`src/rtl/shadow_pkg.sv`:
```
package shadow_pkg;

   // Read source encoding
   typedef enum logic [1:0] {
      RD_INTERNAL = 2'b00,
      RD_EXTERNAL = 2'b01
   } rd_src_e;

   // Write target encoding
   typedef enum logic [1:0] {
      WR_INTERNAL = 2'b00,
      WR_EXTERNAL = 2'b01,
      WR_DISCARD  = 2'b10
   } wr_tgt_e;

   // Which kind of area an address falls in
   typedef enum logic [1:0] {
      AREA_NONE = 2'b00,
      AREA_LO   = 2'b01,
      AREA_HI   = 2'b10,
      AREA_BIOS = 2'b11
   } area_e;

   typedef struct packed {
      rd_src_e rd;
      wr_tgt_e wr;
   } attr_t;

   // Control bit positions; neighbouring register logic decodes them
   localparam int BIOS_SWAP_BIT = 7;
   localparam int HI_PROT_BIT   = 3;
   localparam int MID_PROT_BIT  = 4;
   localparam int LO_PROT_BIT   = 5;
   localparam int FALLBACK_BIT  = 6;

   localparam attr_t ATTR_ALL_EXT = '{rd: RD_EXTERNAL, wr: WR_EXTERNAL};

endpackage

```
`src/rtl/shadow_region_locate.sv`:
```
module shadow_region_locate
   import shadow_pkg::*;
#(
   parameter int              ADDR_W     = 20,
   parameter int              SEG_SHIFT  = 14,
   parameter int              BIOS_SHIFT = 16,
   parameter int              LO_SEGS    = 4,
   parameter int              HI_SEGS    = 8,
   parameter int              IDX_W      = 3,
   parameter logic [ADDR_W:0] LO_BASE    = 21'h0C0000
) (
   input  logic [ADDR_W-1:0] addr,
   output area_e             area,
   output logic [IDX_W-1:0]  seg_idx
);

   localparam logic [ADDR_W:0] SEG_SIZE  = (ADDR_W+1)'(1) << SEG_SHIFT;
   localparam logic [ADDR_W:0] BIOS_SIZE = (ADDR_W+1)'(1) << BIOS_SHIFT;
   localparam logic [ADDR_W:0] HI_BASE   = LO_BASE + SEG_SIZE * (ADDR_W+1)'(LO_SEGS);
   localparam logic [ADDR_W:0] BIOS_BASE = HI_BASE + SEG_SIZE * (ADDR_W+1)'(HI_SEGS);
   localparam logic [ADDR_W:0] TOP_END   = BIOS_BASE + BIOS_SIZE;

   logic [ADDR_W:0] a_ext;
   logic [ADDR_W:0] off_lo;
   logic [ADDR_W:0] off_hi;

   assign a_ext  = {1'b0, addr};
   assign off_lo = a_ext - LO_BASE;
   assign off_hi = a_ext - HI_BASE;

   always_comb begin
      area    = AREA_NONE;
      seg_idx = '0;
      if (a_ext >= BIOS_BASE && a_ext < TOP_END) begin
         area = AREA_BIOS;
      end else if (a_ext >= HI_BASE && a_ext < BIOS_BASE) begin
         area    = AREA_HI;
         seg_idx = IDX_W'(off_hi >> SEG_SHIFT);
      end else if (a_ext >= LO_BASE && a_ext < HI_BASE) begin
         area    = AREA_LO;
         seg_idx = IDX_W'(off_lo >> SEG_SHIFT);
      end
   end

endmodule

```
`src/rtl/shadow_seg_attr.sv`:
```
module shadow_seg_attr
   import shadow_pkg::*;
(
   input  logic  seg_en,
   input  logic  wr_prot,
   input  logic  fallback,
   output attr_t attr
);

   wr_tgt_e prot_wr;

   assign prot_wr = wr_prot ? WR_DISCARD : WR_INTERNAL;

   always_comb begin
      if (seg_en) begin
         attr.rd = RD_INTERNAL;
         attr.wr = prot_wr;
      end else if (fallback) begin
         attr.rd = RD_EXTERNAL;
         attr.wr = prot_wr;
      end else begin
         attr = ATTR_ALL_EXT;
      end
   end

endmodule

```
`src/rtl/shadow_attr_decoder.sv`:
```
module shadow_attr_decoder
   import shadow_pkg::*;
#(
   parameter int ADDR_W        = 20,
   parameter int SEG_SHIFT     = 14,
   parameter int BIOS_SHIFT    = 16,
   parameter int LO_SEGS       = 4,
   parameter int HI_SEGS       = 8,
   parameter int HI_PROT_SPLIT = 4,
   parameter int CTL_W         = 8
) (
   input  logic [CTL_W-1:0]  ctl_bios,
   input  logic [CTL_W-1:0]  ctl_hi_en,
   input  logic [CTL_W-1:0]  ctl_lo,
   input  logic [ADDR_W-1:0] addr,
   output logic [1:0]        rd_src,
   output logic [1:0]        wr_tgt,
   output logic              in_range
);

   localparam int LO_IDX_W = $clog2(LO_SEGS);
   localparam int HI_IDX_W = $clog2(HI_SEGS);
   localparam int IDX_W    = (LO_IDX_W > HI_IDX_W) ? LO_IDX_W : HI_IDX_W;
   localparam logic [ADDR_W:0] LO_BASE = (ADDR_W+1)'(20'hC0000);
   localparam longint WINDOW_END = longint'(LO_BASE)
                                 + (longint'(LO_SEGS + HI_SEGS) << SEG_SHIFT)
                                 + (longint'(1) << BIOS_SHIFT);

   // Elaboration-time parameter checks
   if (ADDR_W < 20)                           $error("ADDR_W must cover the 1 MB map");
   if (LO_SEGS < 2 || HI_SEGS < 2)            $error("segment counts must be at least 2");
   if (LO_SEGS > CTL_W - 4)                   $error("low enables overlap control bits");
   if (HI_SEGS > CTL_W)                       $error("high enables exceed control width");
   if (HI_PROT_SPLIT > HI_SEGS)               $error("protect split beyond high segments");
   if (WINDOW_END > (longint'(1) << ADDR_W))  $error("window exceeds address space");

   area_e            area;
   logic [IDX_W-1:0] seg_idx;
   attr_t            lo_attr [LO_SEGS];
   attr_t            hi_attr [HI_SEGS];
   attr_t            bios_attr;
   attr_t            sel_attr;

   shadow_region_locate #(
      .ADDR_W     (ADDR_W),
      .SEG_SHIFT  (SEG_SHIFT),
      .BIOS_SHIFT (BIOS_SHIFT),
      .LO_SEGS    (LO_SEGS),
      .HI_SEGS    (HI_SEGS),
      .IDX_W      (IDX_W),
      .LO_BASE    (LO_BASE)
   ) u_locate (
      .addr    (addr),
      .area    (area),
      .seg_idx (seg_idx)
   );

   // Low area: one enable per segment, one shared protect bit
   for (genvar gi = 0; gi < LO_SEGS; gi++) begin : g_lo
      shadow_seg_attr u_seg (
         .seg_en   (ctl_lo[gi]),
         .wr_prot  (ctl_lo[LO_PROT_BIT]),
         .fallback (ctl_lo[FALLBACK_BIT]),
         .attr     (lo_attr[gi])
      );
   end

   // High area: protect bit chosen by which half the segment sits in
   for (genvar gi = 0; gi < HI_SEGS; gi++) begin : g_hi
      logic prot;
      if (gi >= HI_PROT_SPLIT) begin : g_upper
         assign prot = ctl_bios[HI_PROT_BIT];
      end else begin : g_lower
         assign prot = ctl_bios[MID_PROT_BIT];
      end
      shadow_seg_attr u_seg (
         .seg_en   (ctl_hi_en[gi]),
         .wr_prot  (prot),
         .fallback (ctl_lo[FALLBACK_BIT]),
         .attr     (hi_attr[gi])
      );
   end

   // Firmware segment swaps both directions together
   always_comb begin
      if (ctl_bios[BIOS_SWAP_BIT]) begin
         bios_attr.rd = RD_EXTERNAL;
         bios_attr.wr = WR_INTERNAL;
      end else begin
         bios_attr.rd = RD_INTERNAL;
         bios_attr.wr = WR_DISCARD;
      end
   end

   always_comb begin
      sel_attr = ATTR_ALL_EXT;
      in_range = 1'b1;
      case (area)
         AREA_LO:   sel_attr = lo_attr[seg_idx[LO_IDX_W-1:0]];
         AREA_HI:   sel_attr = hi_attr[seg_idx[HI_IDX_W-1:0]];
         AREA_BIOS: sel_attr = bios_attr;
         default:   in_range = 1'b0;
      endcase
   end

   assign rd_src = sel_attr.rd;
   assign wr_tgt = sel_attr.wr;

endmodule

```
`config.mk`:
```
export PLATFORM = sky130hd
export DESIGN_NAME = shadow_attr_decoder
export DESIGN_NICKNAME = d
export VERILOG_FILES = /design/src/rtl/shadow_pkg.sv /design/src/rtl/shadow_region_locate.sv /design/src/rtl/shadow_seg_attr.sv /design/src/rtl/shadow_attr_decoder.sv
export SDC_FILE = /design/constraint.sdc
export NUM_CORES = 1
export LEC_CHECK = 0
export BUFFER_PORTS_ARGS = -buffer_cell sky130_fd_sc_hd__buf_2
export CORE_UTILIZATION = 50
export DETAILED_ROUTE_END_ITERATION = 10
export GPL_ROUTABILITY_DRIVEN = 1
export PLACE_DENSITY_LB_ADDON = 0.12
export SYNTH_ARGS = -nofsm -noshare
export SYNTH_HDL_FRONTEND = slang
export SYNTH_HIERARCHICAL = 1
export SYNTH_SLANG_ARGS = --single-unit
```
`constraint.sdc`:
```
create_clock -name vclk -period 9.05
set_clock_uncertainty 0.15 [all_clocks]
set_input_delay 2.715 -clock vclk [all_inputs]
set_output_delay 2.715 -clock vclk [all_outputs]
set_load 0.02 [all_outputs]
```
**Word level (Yosys, flattened, before mapping)**

Cells that the tools add are included.

- Register bits: 0
- Input port bits: 44
- Output and inout port bits: 5
- Logic and storage cells: 52

- Add/sub/neg operators: 2
- $lt $le $gt $ge: 8
- Equal/unequal tests: 3
- Multiplexer cells: 33
- Bitwise operators: 2
- Reductions and logical operators: 4

Operator list:

| kind | number |
|---|---|
| 20-bit greater-or-equal comparator (second input constant) | 3 |
| 4-bit two-way mux | 11 |
| 20-bit less-than comparator (second input constant) | 2 |
| 3-bit two-way mux | 9 |
| 20-bit by 21-bit less-than comparator with 1-bit output (second input constant) | 1 |
| 17-bit by 1-bit subtractor with 17-bit output (second input constant) | 1 |
| 17-bit subtractor (second input constant) | 1 |
| 2-bit two-way mux | 8 |
| 4-bit binary-select mux with 3-bit select | 1 |
| 4-bit case mux with 3 select lines | 1 |
| 4-bit binary-select mux with 2-bit select | 1 |
| 2-bit equality test (second input constant) | 2 |
| 4-bit greater-or-equal comparator (second input constant) | 1 |
| 3-bit NOT with 4-bit output | 1 |
| 3-bit greater-or-equal comparator (second input constant) | 1 |
| 1-bit logical AND | 3 |
| 2-bit NOT with 3-bit output | 1 |
| 3-bit OR reduction | 1 |
| 2-bit by 1-bit equality test with 1-bit output (second input constant) | 1 |
| 1-bit two-way mux | 2 |

**Depth between registers and ports, before layout**

Gate-level depths: netlist of run 1.

- Depth in word-level cells: 10
- Depth in mapped cells: 8
- Gate-level depth less buffers: 6

**Hierarchy**

Netlist of run 1, hierarchy kept.

By module, submodules not included:

| module | times used | cells an instance | area an instance (µm²) | seq. area each (µm²) |
|---|---|---|---|---|
| shadow_attr_decoder | 1 | 39 | 447.9 | 0.0 |
| shadow_seg_attr | 12 | 5 | 26.3 | 0.0 |
| shadow_region_locate | 1 | 8 | 66.3 | 0.0 |

**Least setup slack after synthesis of run 1**

OpenSTA, ideal clock, no wires.

- Path kind: in2out
- Start point: in addr[17]
- End point: out wr_tgt[1]
- Arrival time: 4.170 ns
- Required time: 6.185 ns
- Path slack: 2.015 ns
- Stages on the path: 6
- Buffers on the path: 1
- Cell sequence: nand2_1 and4_2 buf_6 mux4_1 mux2_2 a22o_1

- Word-level cells in the longest chain between the ends: 10
- Elaborated cells on any way between the ends: 27
- Those cells by class: order compare (6); eq/ne (3); mux (13); bitwise (2); reduce/logical (3)

Ends and longest elaborated chain:

| item | RTL line | source |
|---|---|---|
| from (decl) | shadow_attr_decoder.sv:15 | `input logic [ADDR_W-1:0] addr,` |
| 20-bit greater-or-equal comparator or 20-bit less-than comparator (tied branches) | shadow_region_locate.sv:39 | `end else if (a_ext >= LO_BASE && a_ext < HI_BASE) begin` |
| 1-bit logical AND | shadow_region_locate.sv:39 |  |
| 3-bit two-way mux | shadow_region_locate.sv:39 |  |
| 3-bit two-way mux | shadow_region_locate.sv:36 | `end else if (a_ext >= HI_BASE && a_ext < BIOS_BASE) begin` |
| 3-bit two-way mux (*) | shadow_region_locate.sv:34 | `if (a_ext >= BIOS_BASE && a_ext < TOP_END) begin` |
| named net seg_idx[1] | shadow_attr_decoder.sv:38 | `logic [IDX_W-1:0] seg_idx;` |
| 3-bit NOT with 4-bit output (implied by the code) or 2-bit NOT with 3-bit output (tied branches) | shadow_attr_decoder.sv:100, shadow_attr_decoder.sv:99 |  |
| 4-bit binary-select mux with 3-bit select or 4-bit binary-select mux with 2-bit select (tied branches) | shadow_attr_decoder.sv:100, shadow_attr_decoder.sv:99 |  |
| 4-bit two-way mux (on tied branches) (2 in a row) | shadow_attr_decoder.sv:100, shadow_attr_decoder.sv:99 |  |
| 4-bit case mux with 3 select lines (*) | shadow_attr_decoder.sv:98 | `case (area)` |
| to (decl) | shadow_attr_decoder.sv:17 | `output logic [1:0] wr_tgt,` |

The timed path passes the listed nets; every way through them passes the cells marked *. The select of a mux whose other input is x is not followed.

**Worst setup path in the final report of run 1**

Ends and elaborated chain as after synthesis.

==> results of run 1 <==
[path summary, 6_finish.rpt]
kind,start,to,slack [ns],cells after the start
max,addr[17],wr_tgt[1],1.48,7
min,addr[19],rd_src[1],5.85,6
[power groups by stage]
stage | registers [mW] | clock network, mW | logic [mW]
2_1_floorplan | 0 | 0 | 0.0267
3_3_place_gp | 0 | 0 | 0.0341
3_5_place_dp | 0 | 0 | 0.0348
4_1_cts | 0 | 0 | 0.0349
5_1_grt | 0 | 0 | 0.0384
6_report | 0 | 0 | 0.0346
[critical path, cell delays in order]
cell                      delay [ns]
sky130_fd_sc_hd__buf_2          0.11
sky130_fd_sc_hd__nand2_1        0.11
sky130_fd_sc_hd__and4_2         0.52
sky130_fd_sc_hd__mux4_1         0.62
sky130_fd_sc_hd__mux2_2         0.29
sky130_fd_sc_hd__a22o_1         0.18
sky130_fd_sc_hd__buf_2          0.16
[logic make-up (layout without fill, tap and decap cells)]
family / Yosys count / count (layout) / synth area share
AOI/OAI and AO/OA: 23 / 23 / 0.2097
buffers and inverters: 29 / 42 / 0.2006
muxes: 18 / 18 / 0.3710
other: 12 / 12 / 0.05429
and+or+nand+nor: 25 / 25 / 0.1644
[per-layer routing]
metal  vias to the layer above  wire, microns  share of wire  global-route usage
met5                         -              0              0                   0
met3                         0             45          0.031                   0
met1                       349            626           0.44              0.2070
li1                        376              -              -                   -
met4                         0              0              0                   0
met2                        14            764           0.53              0.3303
[synth_stat cells, types with 2 or more instances]
cell type / n
sky130_fd_sc_hd__inv_1: 13
sky130_fd_sc_hd__conb_1: 12
sky130_fd_sc_hd__nor2_1: 13
sky130_fd_sc_hd__nand3_1: 2
sky130_fd_sc_hd__mux2_2: 3
sky130_fd_sc_hd__mux2i_1: 6
sky130_fd_sc_hd__buf_4: 13
sky130_fd_sc_hd__o21a_1: 12
sky130_fd_sc_hd__mux4_2: 6
sky130_fd_sc_hd__mux4_1: 3
sky130_fd_sc_hd__and4_2: 2
sky130_fd_sc_hd__o31ai_1: 2
[layout make-up]
class	instances	area (sq um)	share of cell area
well taps	16	20.02	0.02276
repair buffers	29	147.6	0.1679
inverters	13	48.80	0.05548
multi-input cells	78	663.1	0.7539
==> results.ini, run 1 <==
[route]
vias = 739
drtPass1Iterations = 4
via_per_inst = 5.434
antenna_violating_nets_post_route = 0
drt-total-wl_microns = 1436
avgRoutedWirePerCell_microns = 10.56
detail_route.iter0.violations = 7
drc = 0

[timing]
number_of_hold_violations_in_the_final_report = 0
final_max_slew_viol_count = 0
max_freq_ghz = 0.1321
setup_violations = 0
rsz_0062_raised_after_global_routing = false
setup_tns_ns = 0
fin_ws_ns = 1.479
fin_crit_sh = 0.8365
timing.hold.ws_ns = 5.853
timing.final.crit_period_ns = 7.571

[synth]
synth.net_count = 151
yosys.area.top_type_share = 0.1629
post_synth_cell_types = 32
post_synth.cell_area_avg_sq_um = 7.753
synth_top_area_cell = sky130_fd_sc_hd__mux4_2
postSynthCellCount = 107
ys_seq_area_frac = 0
yosysWarningCount = 6
synthesis.area_sq_um = 829.5
synth.top_cells.by_area = sky130_fd_sc_hd__mux4_2, sky130_fd_sc_hd__buf_4, sky130_fd_sc_hd__o21a_1

[layout]
ff_latch_area_sq_um = 0
utilization = 0.5772
synthToLayoutAreaGrowth_pct = 6.033
antenna_cells_inserted = 0
layout.cell_area.non_filler_sq_um = 879.6
layout.filler_cells = 166
layout.nets = 166
final.clkbuf_count = 0
finish.cell_count_without_fillers = 136
mostFrequentLayoutCell = sky130_fd_sc_hd__buf_2
layout_common_cells = sky130_fd_sc_hd__buf_2, sky130_fd_sc_hd__inv_1, sky130_fd_sc_hd__nor2_1
fraction_of_layout_cells_with_a_size_suffix_above_1 = 0.3750
nFlopsAndLatches = 0

[placed_design]
placedInstanceArea_sq_um = 879.6
dpl.cell_count = 136
buffer_ports.inserted = 28
gp_congestion = 0.7404
detailed_place_hpwl_microns = 1215
place_worst_setup_slack_ns = 1.465

[setup_path]
endpoint_kind = output pin
wp_data_required_ns = 6.19
crit_type = in -> out
cp_data_arrival_time_ns = 4.71
worstSetupStartpointType = input pin
cp_max_fo = 14

[global_route]
number_of_antenna_violations_at_the_first_check_in_global_routing = 0
grt_start_max_net_pins = 25
grt_pass1_vias = 597
first_pass_grt_wire_length_microns = 2421
grt.overflow.total = 0
groute.usage.overall = 0.1650

[power_and_ir_drop]
peakVddDrop_mv = 0.01735
leakage_nw = 0.4133
intPower_mw = 0.01784
switching_power_mw = 0.01677
clock_power_share = 0
cellPowerDensity_nw_per_um2 = 39.35
power.combinational.fraction = 1.000
share_seq_of_total_power = 0
sw_frac_of_total = 0.4846
fin_total_pwr_mw = 0.03462

[floorplan]
horiz_die_dim_microns = 42.73
dieArea_sq_um = 1826
die_height_microns = 42.73
placement_rows = 14
initial_core_util = 0.5443
io_pins = 49
fp.coreArea_sq_um = 1524

[worst_hold_path]
timing.hold.worst.class = in -> out

[outcome]
outcome = finished clean

[clock_tree]
ctsResizeCount = 0
cts_setup_buffers = 0
post_cts_hold_buffer_count = 0

[run]
drv_cap = 0

Power figures use the tool's default switching activity.
==> inputs of run 2 (changes only) <==
Settings changed: CORE_UTILIZATION 50 to 47.
Clock period 9.05 ns to 7.2 ns, I/O delays scaled along.
==> run 2 against run 1 <==
Combinational power is 27% higher. Global-route usage is 0.65 points higher. Worst hold slack worse by 1.1 ns. Cell count is 0.74% higher. Count of clock-buffer cells in the layout stayed put. Final area is 0.85% higher. Largest power group unchanged.
==> results.ini, run 2 (synthesized netlist as in run 1, its figures left out) <==
[power_and_ir_drop]
leakage_nw = 0.4187  ; was 0.4133 nW
share_seq_of_total_power = 0  ; about the same
switching_power_mw = 0.02120  ; was 0.01677 mW
intPower_mw = 0.02267  ; was 0.01784 mW
sw_frac_of_total = 0.4833  ; was 0.4846
fin_total_pwr_mw = 0.04387  ; was 0.03462 mW
cellPowerDensity_nw_per_um2 = 49.45  ; was 39.35 nW/um^2
clock_power_share = 0  ; about the same
power.combinational.fraction = 1.000  ; about the same
peakVddDrop_mv = 0.01929  ; was 0.01735 mV

[timing]
setup_tns_ns = 0  ; unchanged
timing.hold.ws_ns = 4.743  ; was 5.853 ns
timing.final.crit_period_ns = 6.213
fin_crit_sh = 0.8630
number_of_hold_violations_in_the_final_report = 0  ; unchanged
setup_violations = 0  ; unchanged
rsz_0062_raised_after_global_routing = false  ; unchanged
max_freq_ghz = 0.1609
final_max_slew_viol_count = 0  ; unchanged

[floorplan]
fp.coreArea_sq_um = 1577  ; was 1524 sq um
initial_core_util = 0.5262  ; was 0.5443
horiz_die_dim_microns = 44.01  ; was 42.73 microns
dieArea_sq_um = 1937  ; was 1826 sq um
io_pins = 49  ; unchanged
placement_rows = 14  ; unchanged
die_height_microns = 44.01  ; was 42.73 microns

[layout]
nFlopsAndLatches = 0  ; unchanged
fraction_of_layout_cells_with_a_size_suffix_above_1 = 0.3802  ; was 0.3750
synthToLayoutAreaGrowth_pct = 6.938  ; was 6.033%
layout.nets = 167  ; was 166
layout.cell_area.non_filler_sq_um = 887.1  ; was 879.6 sq um
utilization = 0.5627  ; was 0.5772
ff_latch_area_sq_um = 0  ; unchanged
multi_input_comb_area_sq_um = 663.1  ; unchanged
antenna_cells_inserted = 0  ; unchanged
layout_common_cells = sky130_fd_sc_hd__buf_2, sky130_fd_sc_hd__inv_1, sky130_fd_sc_hd__nor2_1  ; unchanged
final.clkbuf_count = 0  ; unchanged
mostFrequentLayoutCell = sky130_fd_sc_hd__buf_2  ; unchanged
layout.filler_cells = 160  ; was 166

[setup_path]
endpoint = wr_tgt[1]  ; unchanged
worstPathCellList = buf_2 > nand2_1 > and4_2 > mux4_1 > mux2_2 > a22o_1 > buf_2  ; unchanged
critPathMaxStageDelay_ns = 0.60  ; was 0.62 ns
startpoint = addr[17]  ; unchanged
worstSetupStartpointType = input pin  ; unchanged
cp_common_cell = sky130_fd_sc_hd__buf_2  ; unchanged
crit_type = in -> out  ; unchanged
critPathSlowestCell = sky130_fd_sc_hd__mux4_1  ; unchanged
cp_max_fo = 4  ; was 14
cp_data_arrival_time_ns = 3.90  ; was 4.71 ns
wp_data_required_ns = 4.89  ; was 6.19 ns
endpoint_kind = output pin  ; unchanged

[clock_tree]
post_cts_hold_buffer_count = 0  ; unchanged
cts_setup_buffers = 0  ; unchanged
ctsResizeCount = 0  ; unchanged

[global_route]
number_of_antenna_violations_at_the_first_check_in_global_routing = 0  ; unchanged
grt.overflow.total = 0  ; unchanged
grt_start_max_net_pins = 25  ; unchanged
grt_pass1_vias = 640  ; was 597
groute.usage.overall = 0.1715  ; was 0.1650
first_pass_grt_wire_length_microns = 2622  ; was 2421 microns

[route]
drt-total-wl_microns = 1484  ; was 1436 microns
avgRoutedWirePerCell_microns = 10.83  ; was 10.56 microns
via_per_inst = 5.204  ; was 5.434
antenna_violating_nets_post_route = 0  ; unchanged
vias = 713  ; was 739
detail_route.iter0.violations = 7  ; unchanged
drc = 0  ; unchanged
drtPass1Iterations = 5  ; was 4

[placed_design]
buffer_ports.inserted = 28  ; unchanged
gp_congestion = 0.7261  ; was 0.7404
placedInstanceArea_sq_um = 887.1  ; was 879.6 sq um
detailed_place_hpwl_microns = 1274  ; was 1215 microns

[run]
drv_cap = 0  ; unchanged

[outcome]
outcome = finished clean  ; unchanged

[worst_hold_path]
timing.hold.worst.class = in -> out  ; unchanged
hold_path_startpoint = addr[19]  ; unchanged

run 2: cell count changes in the layout (fill, tap and decap cells not counted), sizes merged:
cell  before  now
buf       29   30
run 2: worst min path at each step:
stage	depth (start not counted)	end
CTS	6	rd_src[1]
global placement	6	rd_src[1]
finish	6	rd_src[1]
detailed placement	6	rd_src[1]
floorplan	3	wr_tgt[0]
global route	6	rd_src[1]
run 2: worst max-delay path: cells and delay by family:
| family | cells | cell delay, ns |
|---|---|---|
| buf+inv | 2 | 0.26 |
| mux | 2 | 0.88 |
| simple gates | 2 | 0.43 |
| compound gates | 1 | 0.17 |
run 2: power by group through the flow:
stage | Sequential, mW | Combinational [mW] | Clock [mW]
floorplan | 0 | 0.0336 | 0
global placement | 0 | 0.0432 | 0
detailed placement | 0 | 0.0441 | 0
CTS | 0 | 0.0442 | 0
global route | 0 | 0.0491 | 0
finish | 0 | 0.0439 | 0
run 2: area by class of cell:
cell class                 instances  share of cell area
inverter                          13             0.05501
multi-input combinational         78              0.7475
tap                               16             0.02257
timing repair buffer              30              0.1749
run 2: layer usage:
layer	track usage	share of wire	up-vias	wire length [microns]
met4	0	0	0	0
met3	0.004082	0.035	0	52
met5	0	0	-	0
met2	0.3265	0.50	16	747
li1	-	-	377	-
met1	0.2300	0.46	320	684
run 2: metrics by stage:
step           setup WS (ns)  cells
6_report              0.9866    137
3_5_place_dp          0.9633    137
5_1_grt               0.8596    137
3_3_place_gp          0.9599    137
2_1_floorplan          1.275    107
4_1_cts               0.9622    137
==> inputs of run 3 (changes only) <==
--- a/config.mk
+++ b/config.mk
@@ -10,5 +10,5 @@
 export DETAILED_ROUTE_END_ITERATION = 10
 export GPL_ROUTABILITY_DRIVEN = 1
-export PLACE_DENSITY_LB_ADDON = 0.12
+export PLACE_DENSITY_LB_ADDON = 0.2
 export SYNTH_ARGS = -nofsm -noshare
 export SYNTH_HDL_FRONTEND = slang
==> constraint.sdc (replaced) <==
create_clock -name vclk -period 7.2
set_clock_uncertainty 0.15 [all_clocks]
set_input_delay 2.16 -clock vclk [all_inputs]
set_output_delay 2.16 -clock vclk [all_outputs]
set_load 0.01 [all_outputs]
==> run 3 against run 2 <==
The flow now finishes with violations (DRC). Count of clock-buffer cells in the layout did not move. First-iteration DRC count rose by 57%. Routed wire length up 5.9%.
==> results.ini, run 3 (synthesized netlist as in run 1, its figures left out) <==
[outcome]
outcome = complete, but fails checks  ; was finished clean
violations = DRC

[floorplan]
dieArea_sq_um = 1937  ; unchanged
initial_core_util = 0.5262  ; unchanged
fp.coreArea_sq_um = 1577  ; unchanged
horiz_die_dim_microns = 44.01  ; unchanged
io_pins = 49  ; unchanged
die_height_microns = 44.01  ; unchanged
placement_rows = 14  ; unchanged

[global_route]
first_pass_grt_wire_length_microns = 2780  ; was 2622 microns
groute.usage.overall = 0.1807  ; was 0.1715
grt.overflow.total = 0  ; unchanged
grt_pass1_vias = 744  ; was 640
number_of_antenna_violations_at_the_first_check_in_global_routing = 0  ; unchanged
grt_start_max_net_pins = 25  ; unchanged

[timing]
final_max_slew_viol_count = 0  ; unchanged
fin_ws_ns = 0.7887  ; was 0.9866 ns
setup_tns_ns = 0  ; unchanged
setup_violations = 0  ; unchanged
number_of_hold_violations_in_the_final_report = 0  ; unchanged
timing.hold.ws_ns = 4.725  ; was 4.743 ns
max_freq_ghz = 0.1560  ; was 0.1609 GHz
fin_crit_sh = 0.8905  ; was 0.8630
rsz_0062_raised_after_global_routing = false  ; unchanged
timing.final.crit_period_ns = 6.411  ; was 6.213 ns

[layout]
fraction_of_layout_cells_with_a_size_suffix_above_1 = 0.3750  ; was 0.3802
antenna_cells_inserted = 0  ; unchanged
final.clkbuf_count = 0  ; unchanged
layout.cell_area.non_filler_sq_um = 879.6  ; was 887.1 sq um
utilization = 0.5579  ; was 0.5627
ff_latch_area_sq_um = 0  ; unchanged
finish.cell_count_without_fillers = 136  ; was 137
mostFrequentLayoutCell = sky130_fd_sc_hd__buf_2  ; unchanged
layout.nets = 166  ; was 167
layout_common_cells = sky130_fd_sc_hd__buf_2, sky130_fd_sc_hd__inv_1, sky130_fd_sc_hd__nor2_1  ; unchanged
nFlopsAndLatches = 0  ; unchanged
synthToLayoutAreaGrowth_pct = 6.033  ; was 6.938%

[setup_path]
cp_data_arrival_time_ns = 4.10  ; was 3.90 ns
path_buf_inv = 2  ; unchanged
crit_type = in -> out  ; unchanged
crit_family = multiplexers  ; unchanged
endpoint_kind = output pin  ; unchanged
worstSetupStartpointType = input pin  ; unchanged
cp_max_fo = 14  ; was 4
critPathMaxStageDelay_ns = 0.61  ; was 0.60 ns
critPathSlowestCell = sky130_fd_sc_hd__mux4_1  ; unchanged
worstPathCellList = buf_2 > nand2_1 > and4_2 > mux4_1 > mux2_2 > a22o_1 > buf_2  ; unchanged
wp_data_required_ns = 4.89  ; about the same
cp_common_cell = sky130_fd_sc_hd__buf_2  ; unchanged

[worst_hold_path]
timing.hold.worst_path_depth = 5  ; was 6
holdPathEnd = wr_tgt[0]  ; was rd_src[1]
timing.hold.worst.class = in -> out  ; unchanged
hold_path_startpoint = addr[19]  ; unchanged

[power_and_ir_drop]
peakVddDrop_mv = 0.02141  ; was 0.01929 mV
leakage_nw = 0.4133  ; was 0.4187 nW
cellPowerDensity_nw_per_um2 = 48.26  ; was 49.45 nW/um^2
fin_total_pwr_mw = 0.04245  ; was 0.04387 mW

[route]
antenna_violating_nets_post_route = 0  ; unchanged
drt-total-wl_microns = 1572  ; was 1484 microns
vias = 734  ; was 713
drtPass1Iterations = 7  ; was 5
drc = 2  ; was 0
avgRoutedWirePerCell_microns = 11.56  ; was 10.83 microns
via_per_inst = 5.397  ; was 5.204
detail_route.iter0.violations = 11  ; was 7

[placed_design]
place_worst_setup_slack_ns = 0.7703  ; was 0.9633 ns
placedInstanceArea_sq_um = 879.6  ; was 887.1 sq um
buffer_ports.inserted = 28  ; unchanged
gp_congestion = 0.7725  ; was 0.7261
detailed_place_hpwl_microns = 1325  ; was 1274 microns
dpl.cell_count = 136  ; was 137

[clock_tree]
cts_setup_buffers = 0  ; unchanged
ctsResizeCount = 0  ; unchanged
post_cts_hold_buffer_count = 0  ; unchanged

[run]
drv_cap = 0  ; unchanged

[run 3: changes by cell type in the layout (fill, tap and decap cells not counted), sizes merged]
cell  change
buf       -1
[run 3: how the worst max path moves through the flow]
stage	from	to	slack, ns	cells after the start
CTS	addr[17]	wr_tgt[1]	0.77	7
global route	addr[17]	wr_tgt[1]	0.68	7
global placement	addr[17]	wr_tgt[1]	0.77	7
finish	addr[17]	wr_tgt[1]	0.79	7
floorplan	addr[17]	wr_tgt[1]	1.32	6
detailed placement	addr[17]	wr_tgt[1]	0.77	7
[run 3: routing by layer]
metal / GRT usage / wire (microns) / up-vias
met2: 0.3794 / 825 / 18
met3: 0 / 60 / 0
li1: - / - / 374
met1: 0.2113 / 686 / 342
met5: 0 / 0 / -
met4: 0.006061 / 0 / 0
[run 3: final cells by class]
| cell class | count | area [sq um] |
|---|---|---|
| fillers | 166 | 696.9 |
| inverters | 13 | 48.80 |
| multi-input cells | 78 | 663.1 |
| well taps | 16 | 20.02 |
| repair buffers | 29 | 147.6 |
[run 3: where the power goes]
part,switching [mW],total (mW),internal (mW)
sequential,0,0,0
clock,0,0,0
combinational,0.0200,0.0424,0.0224
